File: src/rtl/sfr_pkg.sv
package sfr_pkg;
  localparam logic [3:0] WIN_TAG   = 4'h9;
  localparam int         OFS_W     = 28;
  localparam logic [7:0] RD_OPCODE = 8'hEC;
  localparam int         NIB_CMD   = 2;
  localparam int         NIB_ADR   = 8;
  localparam int         NIB_DAT   = 8;
  localparam int         NIB_HDR   = NIB_CMD + NIB_ADR;

  typedef enum logic [1:0] {
    ST_IDLE  = 2'd0,
    ST_SHIFT = 2'd1,
    ST_GAP   = 2'd2
  } seq_st_e;
endpackage

File: src/rtl/sfr_decode.sv
module sfr_decode
  import sfr_pkg::*;
#(
  parameter int EXP_W = 5
) (
  input  logic [31:0]      addr_i,
  input  logic             write_i,
  input  logic [EXP_W-1:0] size_exp_i,
  output logic             go_o,
  output logic [OFS_W-1:0] ofs_o
);
  localparam int TAG_W = 32 - OFS_W;

  logic [EXP_W:0] lim_bits;
  logic [31:0]    ofs_ext;
  logic           in_win;
  logic           in_rng;

  always_comb begin
    lim_bits = {1'b0, size_exp_i} + {{EXP_W{1'b0}}, 1'b1};
    ofs_ext  = {{TAG_W{1'b0}}, addr_i[OFS_W-1:0]};
    in_win   = (addr_i[31:OFS_W] == WIN_TAG);
    in_rng   = ((ofs_ext >> lim_bits) == 32'd0);
    go_o     = in_win && in_rng && !write_i;
    ofs_o    = addr_i[OFS_W-1:0];
  end
endmodule

File: src/rtl/sfr_sckgen.sv
module sfr_sckgen #(
  parameter int DIV_W = 8
) (
  input  logic             clk_i,
  input  logic             rst_n,
  input  logic             run_i,
  input  logic [DIV_W-1:0] div_i,
  output logic             sck_o,
  output logic             rise_o,
  output logic             fall_o
);
  logic [DIV_W-1:0] cnt_q, cnt_d;
  logic             sck_q, sck_d;
  logic [DIV_W:0]   per;
  logic [DIV_W:0]   lo_last;
  logic             tick_en;

  always_comb begin
    per     = {1'b0, div_i} + {{DIV_W{1'b0}}, 1'b1};
    lo_last = per - (per >> 1) - {{DIV_W{1'b0}}, 1'b1};
    rise_o  = run_i && ({1'b0, cnt_q} == lo_last);
    fall_o  = run_i && (cnt_q == div_i);
    tick_en = run_i || sck_q || (cnt_q != '0);
    if (!run_i) begin
      cnt_d = '0;
      sck_d = 1'b0;
    end else begin
      cnt_d = fall_o ? '0 : cnt_q + {{(DIV_W-1){1'b0}}, 1'b1};
      sck_d = rise_o ? 1'b1 : (fall_o ? 1'b0 : sck_q);
    end
  end

  always_ff @(posedge clk_i or negedge rst_n) begin
    if (!rst_n) begin
      cnt_q <= '0;
      sck_q <= 1'b0;
    end else if (tick_en) begin
      cnt_q <= cnt_d;
      sck_q <= sck_d;
    end
  end

  assign sck_o = sck_q;

  // the serial clock rests low whenever no transaction runs
  p_sck_idle_low_r6: assert property (@(posedge clk_i) disable iff (!rst_n)
    (!run_i && !$past(run_i)) |-> !sck_o);
endmodule

File: src/rtl/sfr_engine.sv
module sfr_engine
  import sfr_pkg::*;
#(
  parameter int DIV_W = 8,
  parameter int DUM_W = 5
) (
  input  logic             clk_i,
  input  logic             rst_n,
  input  logic             req_valid_i,
  input  logic             req_write_i,
  input  logic             go_i,
  input  logic [OFS_W-1:0] ofs_i,
  input  logic [DUM_W-1:0] cfg_dummy_i,
  input  logic [DIV_W-1:0] cfg_div_i,
  input  logic             rise_i,
  input  logic             fall_i,
  input  logic [3:0]       dq_i,
  output logic             req_ready_o,
  output logic             run_o,
  output logic [DIV_W-1:0] div_o,
  output logic             cs_n_o,
  output logic [3:0]       dq_o,
  output logic [3:0]       dq_oe_o,
  output logic             rsp_valid_o,
  output logic             rsp_err_o,
  output logic [31:0]      rsp_data_o
);
  localparam int SEQ_MAX = NIB_HDR + NIB_DAT - 1 + (1 << DUM_W) - 1;
  localparam int SEQ_W   = $clog2(SEQ_MAX + 1);
  localparam int FRM_W   = 8 + 32;

  seq_st_e          st_q, st_d;
  logic [SEQ_W-1:0] seq_q, seq_d;
  logic [OFS_W-1:0] ofs_q, ofs_d;
  logic [DUM_W-1:0] dum_q, dum_d;
  logic [DIV_W-1:0] div_q, div_d;
  logic [DIV_W-1:0] gap_q, gap_d;
  logic [31:0]      dat_q, dat_d;
  logic             rv_q, rv_d, re_q, re_d;
  logic [31:0]      rd_q, rd_d;

  logic             accept;
  logic [SEQ_W-1:0] dstart, slast;
  logic             in_hdr, in_dat;
  logic [2:0]       jn;
  logic [4:0]       pos;
  logic [FRM_W-1:0] frame;
  logic [5:0]       nib_lsb;
  logic [DIV_W-1:0] div_eff;

  always_comb begin
    req_ready_o = (st_q == ST_IDLE);
    accept      = req_valid_i && req_ready_o;
    run_o       = (st_q == ST_SHIFT);
    cs_n_o      = !run_o;
    dstart      = SEQ_W'(NIB_HDR) + SEQ_W'(dum_q);
    slast       = dstart + SEQ_W'(NIB_DAT - 1);
    in_hdr      = run_o && (seq_q < SEQ_W'(NIB_HDR));
    in_dat      = run_o && (seq_q >= dstart);
    jn          = 3'(seq_q - dstart);
    pos         = {jn[2:1], ~jn[0], 2'b00};
    frame       = {RD_OPCODE, {(32-OFS_W){1'b0}}, ofs_q};
    nib_lsb     = 6'(4 * (NIB_HDR - 1) - 4 * int'(seq_q));
    dq_o        = in_hdr ? frame[nib_lsb +: 4] : 4'h0;
    dq_oe_o     = {4{in_hdr}};
    div_o       = div_q;
    div_eff     = (cfg_div_i == '0) ? DIV_W'(1) : cfg_div_i;
  end

  always_comb begin
    st_d  = st_q;
    seq_d = seq_q;
    ofs_d = ofs_q;
    dum_d = dum_q;
    div_d = div_q;
    gap_d = gap_q;
    dat_d = dat_q;
    rv_d  = 1'b0;
    re_d  = re_q;
    rd_d  = rd_q;
    if (in_dat && rise_i) dat_d[pos +: 4] = dq_i;
    unique case (st_q)
      ST_IDLE: begin
        if (accept) begin
          if (go_i) begin
            st_d  = ST_SHIFT;
            seq_d = '0;
            ofs_d = ofs_i;
            dum_d = cfg_dummy_i;
            div_d = div_eff;
          end else begin
            rv_d = 1'b1;
            re_d = 1'b1;
            rd_d = 32'd0;
          end
        end
      end
      ST_SHIFT: begin
        if (fall_i) begin
          if (seq_q == slast) begin
            st_d  = ST_GAP;
            gap_d = div_q;
            rv_d  = 1'b1;
            re_d  = 1'b0;
            rd_d  = dat_q;
          end else begin
            seq_d = seq_q + {{(SEQ_W-1){1'b0}}, 1'b1};
          end
        end
      end
      ST_GAP: begin
        if (gap_q == '0) st_d = ST_IDLE;
        else             gap_d = gap_q - {{(DIV_W-1){1'b0}}, 1'b1};
      end
      default: st_d = ST_IDLE;
    endcase
  end

  always_ff @(posedge clk_i or negedge rst_n) begin
    if (!rst_n) begin
      st_q  <= ST_IDLE;
      seq_q <= '0;
      ofs_q <= '0;
      dum_q <= '0;
      div_q <= DIV_W'(1);
      gap_q <= '0;
      dat_q <= '0;
      rv_q  <= 1'b0;
      re_q  <= 1'b0;
      rd_q  <= '0;
    end else begin
      st_q <= st_d;
      rv_q <= rv_d;
      if (accept) begin
        ofs_q <= ofs_d;
        dum_q <= dum_d;
        div_q <= div_d;
      end
      if (run_o || accept) seq_q <= seq_d;
      if (st_q != ST_IDLE) gap_q <= gap_d;
      if (in_dat && rise_i) dat_q <= dat_d;
      if (rv_d) begin
        re_q <= re_d;
        rd_q <= rd_d;
      end
    end
  end

  assign rsp_valid_o = rv_q;
  assign rsp_err_o   = re_q;
  assign rsp_data_o  = rd_q;

  // a write is refused and leaves chip select high
  p_wr_silent_r3: assert property (@(posedge clk_i) disable iff (!rst_n)
    (accept && req_write_i) |=> (cs_n_o && rsp_valid_o && rsp_err_o));
  // an error response never comes with serial activity
  p_err_quiet_r1: assert property (@(posedge clk_i) disable iff (!rst_n)
    (rsp_valid_o && rsp_err_o) |-> (cs_n_o && $past(cs_n_o)));
  // good data is returned only right after a completed transaction
  p_rsp_after_xfer_r8: assert property (@(posedge clk_i) disable iff (!rst_n)
    (rsp_valid_o && !rsp_err_o) |-> !$past(cs_n_o));
  // chip select stays high for more than the edge on which it rises
  p_cs_gap_r9: assert property (@(posedge clk_i) disable iff (!rst_n)
    $rose(cs_n_o) |=> cs_n_o);
  // no request is taken while a transaction is active
  p_busy_no_ready_r8: assert property (@(posedge clk_i) disable iff (!rst_n)
    !cs_n_o |-> !req_ready_o);
endmodule

File: src/rtl/sflash_rd_bridge.sv
module sflash_rd_bridge
  import sfr_pkg::*;
#(
  parameter int EXP_W = 5,
  parameter int DUM_W = 5,
  parameter int DIV_W = 8
) (
  input  logic             clk_i,
  input  logic             rst_ni,
  input  logic             req_valid_i,
  output logic             req_ready_o,
  input  logic             req_write_i,
  input  logic [31:0]      req_addr_i,
  output logic             rsp_valid_o,
  output logic             rsp_err_o,
  output logic [31:0]      rsp_data_o,
  input  logic [EXP_W-1:0] cfg_size_exp_i,
  input  logic [DUM_W-1:0] cfg_dummy_i,
  input  logic [DIV_W-1:0] cfg_div_i,
  output logic             sck_o,
  output logic             cs_n_o,
  output logic [3:0]       dq_o,
  output logic [3:0]       dq_oe_o,
  input  logic [3:0]       dq_i
);
  logic [1:0]       rst_sync_q;
  logic             rst_n;
  logic             go;
  logic [OFS_W-1:0] ofs;
  logic             run;
  logic [DIV_W-1:0] div_lat;
  logic             rise, fall;

  always_ff @(posedge clk_i or negedge rst_ni) begin
    if (!rst_ni) rst_sync_q <= 2'b00;
    else         rst_sync_q <= {rst_sync_q[0], 1'b1};
  end
  assign rst_n = rst_sync_q[1];

  sfr_decode #(.EXP_W(EXP_W)) u_decode (
    .addr_i     (req_addr_i),
    .write_i    (req_write_i),
    .size_exp_i (cfg_size_exp_i),
    .go_o       (go),
    .ofs_o      (ofs)
  );

  sfr_sckgen #(.DIV_W(DIV_W)) u_sckgen (
    .clk_i  (clk_i),
    .rst_n  (rst_n),
    .run_i  (run),
    .div_i  (div_lat),
    .sck_o  (sck_o),
    .rise_o (rise),
    .fall_o (fall)
  );

  sfr_engine #(.DIV_W(DIV_W), .DUM_W(DUM_W)) u_engine (
    .clk_i       (clk_i),
    .rst_n       (rst_n),
    .req_valid_i (req_valid_i),
    .req_write_i (req_write_i),
    .go_i        (go),
    .ofs_i       (ofs),
    .cfg_dummy_i (cfg_dummy_i),
    .cfg_div_i   (cfg_div_i),
    .rise_i      (rise),
    .fall_i      (fall),
    .dq_i        (dq_i),
    .req_ready_o (req_ready_o),
    .run_o       (run),
    .div_o       (div_lat),
    .cs_n_o      (cs_n_o),
    .dq_o        (dq_o),
    .dq_oe_o     (dq_oe_o),
    .rsp_valid_o (rsp_valid_o),
    .rsp_err_o   (rsp_err_o),
    .rsp_data_o  (rsp_data_o)
  );
endmodule

File: config.mk
export PLATFORM = sky130hd
export DESIGN_NAME = sflash_rd_bridge
export DESIGN_NICKNAME = d
export VERILOG_FILES = /design/src/rtl/sfr_pkg.sv /design/src/rtl/sfr_decode.sv /design/src/rtl/sfr_sckgen.sv /design/src/rtl/sfr_engine.sv /design/src/rtl/sflash_rd_bridge.sv
export SDC_FILE = /design/constraint.sdc
export NUM_CORES = 1
export LEC_CHECK = 0
export ABC_AREA = 1
export BUFFER_PORTS_ARGS = -buffer_cell sky130_fd_sc_hd__buf_2
export CORE_MARGIN = 5
export CORE_UTILIZATION = 54
export CTS_CLUSTER_DIAMETER = 50
export DETAILED_ROUTE_END_ITERATION = 12
export PLACE_DENSITY_LB_ADDON = 0.25
export SLEW_MARGIN = 0
export SYNTH_ARGS = -nofsm -noshare
export SYNTH_HDL_FRONTEND = slang
export SYNTH_SLANG_ARGS = --single-unit
File: constraint.sdc
create_clock -name clk_i -period 4.1 [get_ports clk_i]
set_input_delay 0.615 -clock clk_i [delete_from_list [all_inputs] [get_ports clk_i]]
set_output_delay 0.615 -clock clk_i [all_outputs]
set_load 0.01 [all_outputs]
==> results.yml <==
setup_path:
  critPathSlowestCell: "dfrtp_1"
  required_ns: 4.41
  path_class: "flip-flop to flip-flop"
  cp_num_buf_inv: 2
  cp-start-kind: "flip-flop"
  cpLargestDelayFamily: "adder cells"
  cp_max_fo: 16
  cp.arrival_ns: 3.86
  critPathMaxStageDelay_ns: 0.69
  cp-end-kind: "flip-flop"
  crit_chain: "inv_1, ha_1, fa_1, ha_1, ha_1, inv_1, nor4_1, nand4_4, nand2_1, o21ai_0"
  cpMostUsedCell: "ha_1"
place:
  place_congestion: 0.9354
  portBuffers: 102
  place_area_sq_mm: 0.009243
  hpwlAfterDp_mm: 16.04
routing:
  drc: 0
  drt_wl_total_mm: 21.61
  vias: 7960
  dr.pass1.iters: 5
  drtIter0Drc: 574
  ant_nets: 0
  wl_per_cell_microns: 14.60
  routed_via_density: 5.378
die:
  die_x_microns: 136.4
  die_h_microns: 136.4
  start_util_pct: 54.73
  fp-row-count: 46
  ios: 103
  die_area_sq_mm: 0.01861
  core-area_sq_mm: 0.01577
sta:
  hold_viol_final: 0
  fin_setup_tns_ns: 0
  worst_pin_slew_ns: 0.9202
  timing.fmax_ghz: 0.2811
  period_share_pct: 86.76
  clock-skew-final_ns: 0.009373
  setup_violations: 0
  slew_headroom_pct: 38.66
  period_needed_ns: 3.557
  whs_ns: 0.3518
  final_max_slew_viol_count: 0
  rsz0062_at_grt: "false"
cells_and_area:
  drive_gt1_share_pct: 16.46
  fill_cells: 1470
  antenna_cells: 0
  area_growth_pct: 13.79
  fin_util_pct: 62.27
  final_area_sq_mm: 0.009821
  nNetsFinal: 1337
synth:
  synth.avg_cell_area_sq_um: 7.370
  synth-async-reset-ratio_pct: 100.0
  yosysMostFrequentCell: "nand2_1"
  synth_common_cells: "nand2_1, nand3_1, dfrtp_1"
  ys_types: 52
  yosys.area.top_type_share_pct: 38.56
  ys_warn_count: 0
  synthesis.area_sq_mm: 0.008631
  synth-main-ff-cell: "dfrtp_1"
  ys_seq_elements: 134
  synth.largest_area_cell: "dfrtp_1"
  seq_area_frac_synth_pct: 38.87
  synth-edff-count: 0
  syn-num-nets: 1257
  syn_inst: 1171
  synthTopCellsByArea: "dfrtp_1, nand2_1, nand3_1"
run_status:
  outcome: "completed"
grt:
  grt-ovfl-total: 0
  grt_antenna_before_repair: 0
  grt_max_degree: 71
  first_global_vias: 7499
  grt_use_total_pct: 24.13
  grt_pass1_wl_mm: 36.03
clocking:
  cts_tree: "built"
  clk_path_buf_depth: 2
  cts_made_buffers: 17
  cts_htree_levels: 4
  insertion_delay_ns: 0.43
  cts.sinks: 134
  clkTransAtPathRegs_ns: 0.06
  root_buffer: "clkbuf_16"
  post_cts_resized: 0
  postCtsSetupBuffers: 0
  cts_hold_buf: 1
hold_path:
  hold_class: "flip-flop to flip-flop"
power_and_ir_drop:
  powerDensity_mw_per_mm2: 304.4
  peakVddDrop_mv: 0.3009
  p_leak_nw: 5.312
flow_run:
  maxCapViolCount: 0
==> worst paths after layout <==
path | from | end | slack [ns] | depth (start not counted)
setup / recovery | u_engine.seq_q[0]$_DFFE_PN0P_ | u_engine.dat_q[18]$_DFFE_PN0P_ | 0.54 | 10
hold / removal | rst_sync_q[0]$_DFF_PN0_ | rst_sync_q[1]$_DFF_PN0_ | 0.35 | 0
setup reg to reg | u_engine.seq_q[0]$_DFFE_PN0P_ | u_engine.dat_q[18]$_DFFE_PN0P_ | 0.54 | 10
hold reg to reg | rst_sync_q[0]$_DFF_PN0_ | rst_sync_q[1]$_DFF_PN0_ | 0.35 | 0
max in group asynchronous | rst_sync_q[1]$_DFF_PN0_ | u_engine.rsp_data_o[22]$_DFFE_PN0P_ | 2.81 | 1
min in group asynchronous | rst_sync_q[1]$_DFF_PN0_ | u_engine.gap_q[4]$_DFFE_PN0P_ | 0.45 | 0
==> power breakdown <==
group / internal (mW) / switching, mW
sequential: 1.32 / 0.0138
combinational: 0.0607 / 0.120
clock: 0.849 / 0.623
==> sequential cells by signal, indices dropped and copies added (netlist names), 2 cells and up <==
signal               cells
u_sckgen.cnt_q           8
u_engine.dum_q           5
u_engine.st_q            2
u_engine.rsp_data_o     32
u_engine.ofs_q          28
u_engine.div_o           8
u_engine.gap_q           8
u_engine.seq_q           6
u_engine.dat_q          32
rst_sync_q               2
==> worst register-to-register path: stages, from the launching register on <==
cell and delay [ns]:
dfrtp_1 0.69, inv_1 0.38, ha_1 0.31, fa_1 0.46
ha_1 0.20, ha_1 0.42, inv_1 0.18, nor4_1 0.44
nand4_4 0.19, nand2_1 0.10, o21ai_0 0.07
==> stage by stage <==
step                instances  power, mW  setup WS, ns
finish                   1480      2.990        0.5429
global route             1480      3.101        0.3391
CTS                      1480      3.016        0.5835
detailed placement       1447      1.542        0.5952
global placement         1447      1.543        0.5468
floorplan                1171      1.472       0.09193
==> kinds of logic after synthesis <==
family | Yosys count | share of synthesized area (%)
simple gates | 655 | 33.68
buf+inv | 167 | 8.002
flops | 134 | 38.87
compound gates | 128 | 8.162
mux | 33 | 4.306
fa+ha+maj | 28 | 4.233
xor+xnor | 25 | 2.711
other cells | 1 | 0.04345
==> metal layers <==
| metal | up-vias | wire [microns] | share of wire [%] | track usage [%] |
|---|---|---|---|---|
| met1 | 3693 | 9710 | 45 | 33.06 |
| met4 | 0 | 391 | 1.8 | 7.615 |
| met3 | 36 | 1059 | 4.9 | 4.108 |
| li1 | 4011 | - | - | - |
| met5 | - | 0 | 0 | 0 |
| met2 | 220 | 10450 | 48 | 39.19 |
==> layout make-up <==
cell class | count | area [sq um] | share of cell area [%]
Clock buffer | 18 | 429.2 | 4.370
Timing Repair Buffer | 108 | 583.1 | 5.937
Inverter | 120 | 452.9 | 4.612
Clock inverter | 14 | 138.9 | 1.414
Tap cell | 216 | 270.3 | 2.752
Sequential cell | 134 | 3358 | 34.20
Multi-Input combinational cell | 870 | 4588 | 46.72
==> cells in the final DEF, fill, tap and decap left out, types with 13 or more instances in the layout <==
cell type	count
a21oi_1	30
ha_1	26
nand4_1	24
dfrtp_1	132
mux2_2	31
o21ai_0	61
inv_1	111
nand2_1	380
xor2_1	15
clkbuf_16	17
nand3_1	147
buf_2	102
nor2_1	53
o21ai_1	13
Power figures use the tool's default switching activity.
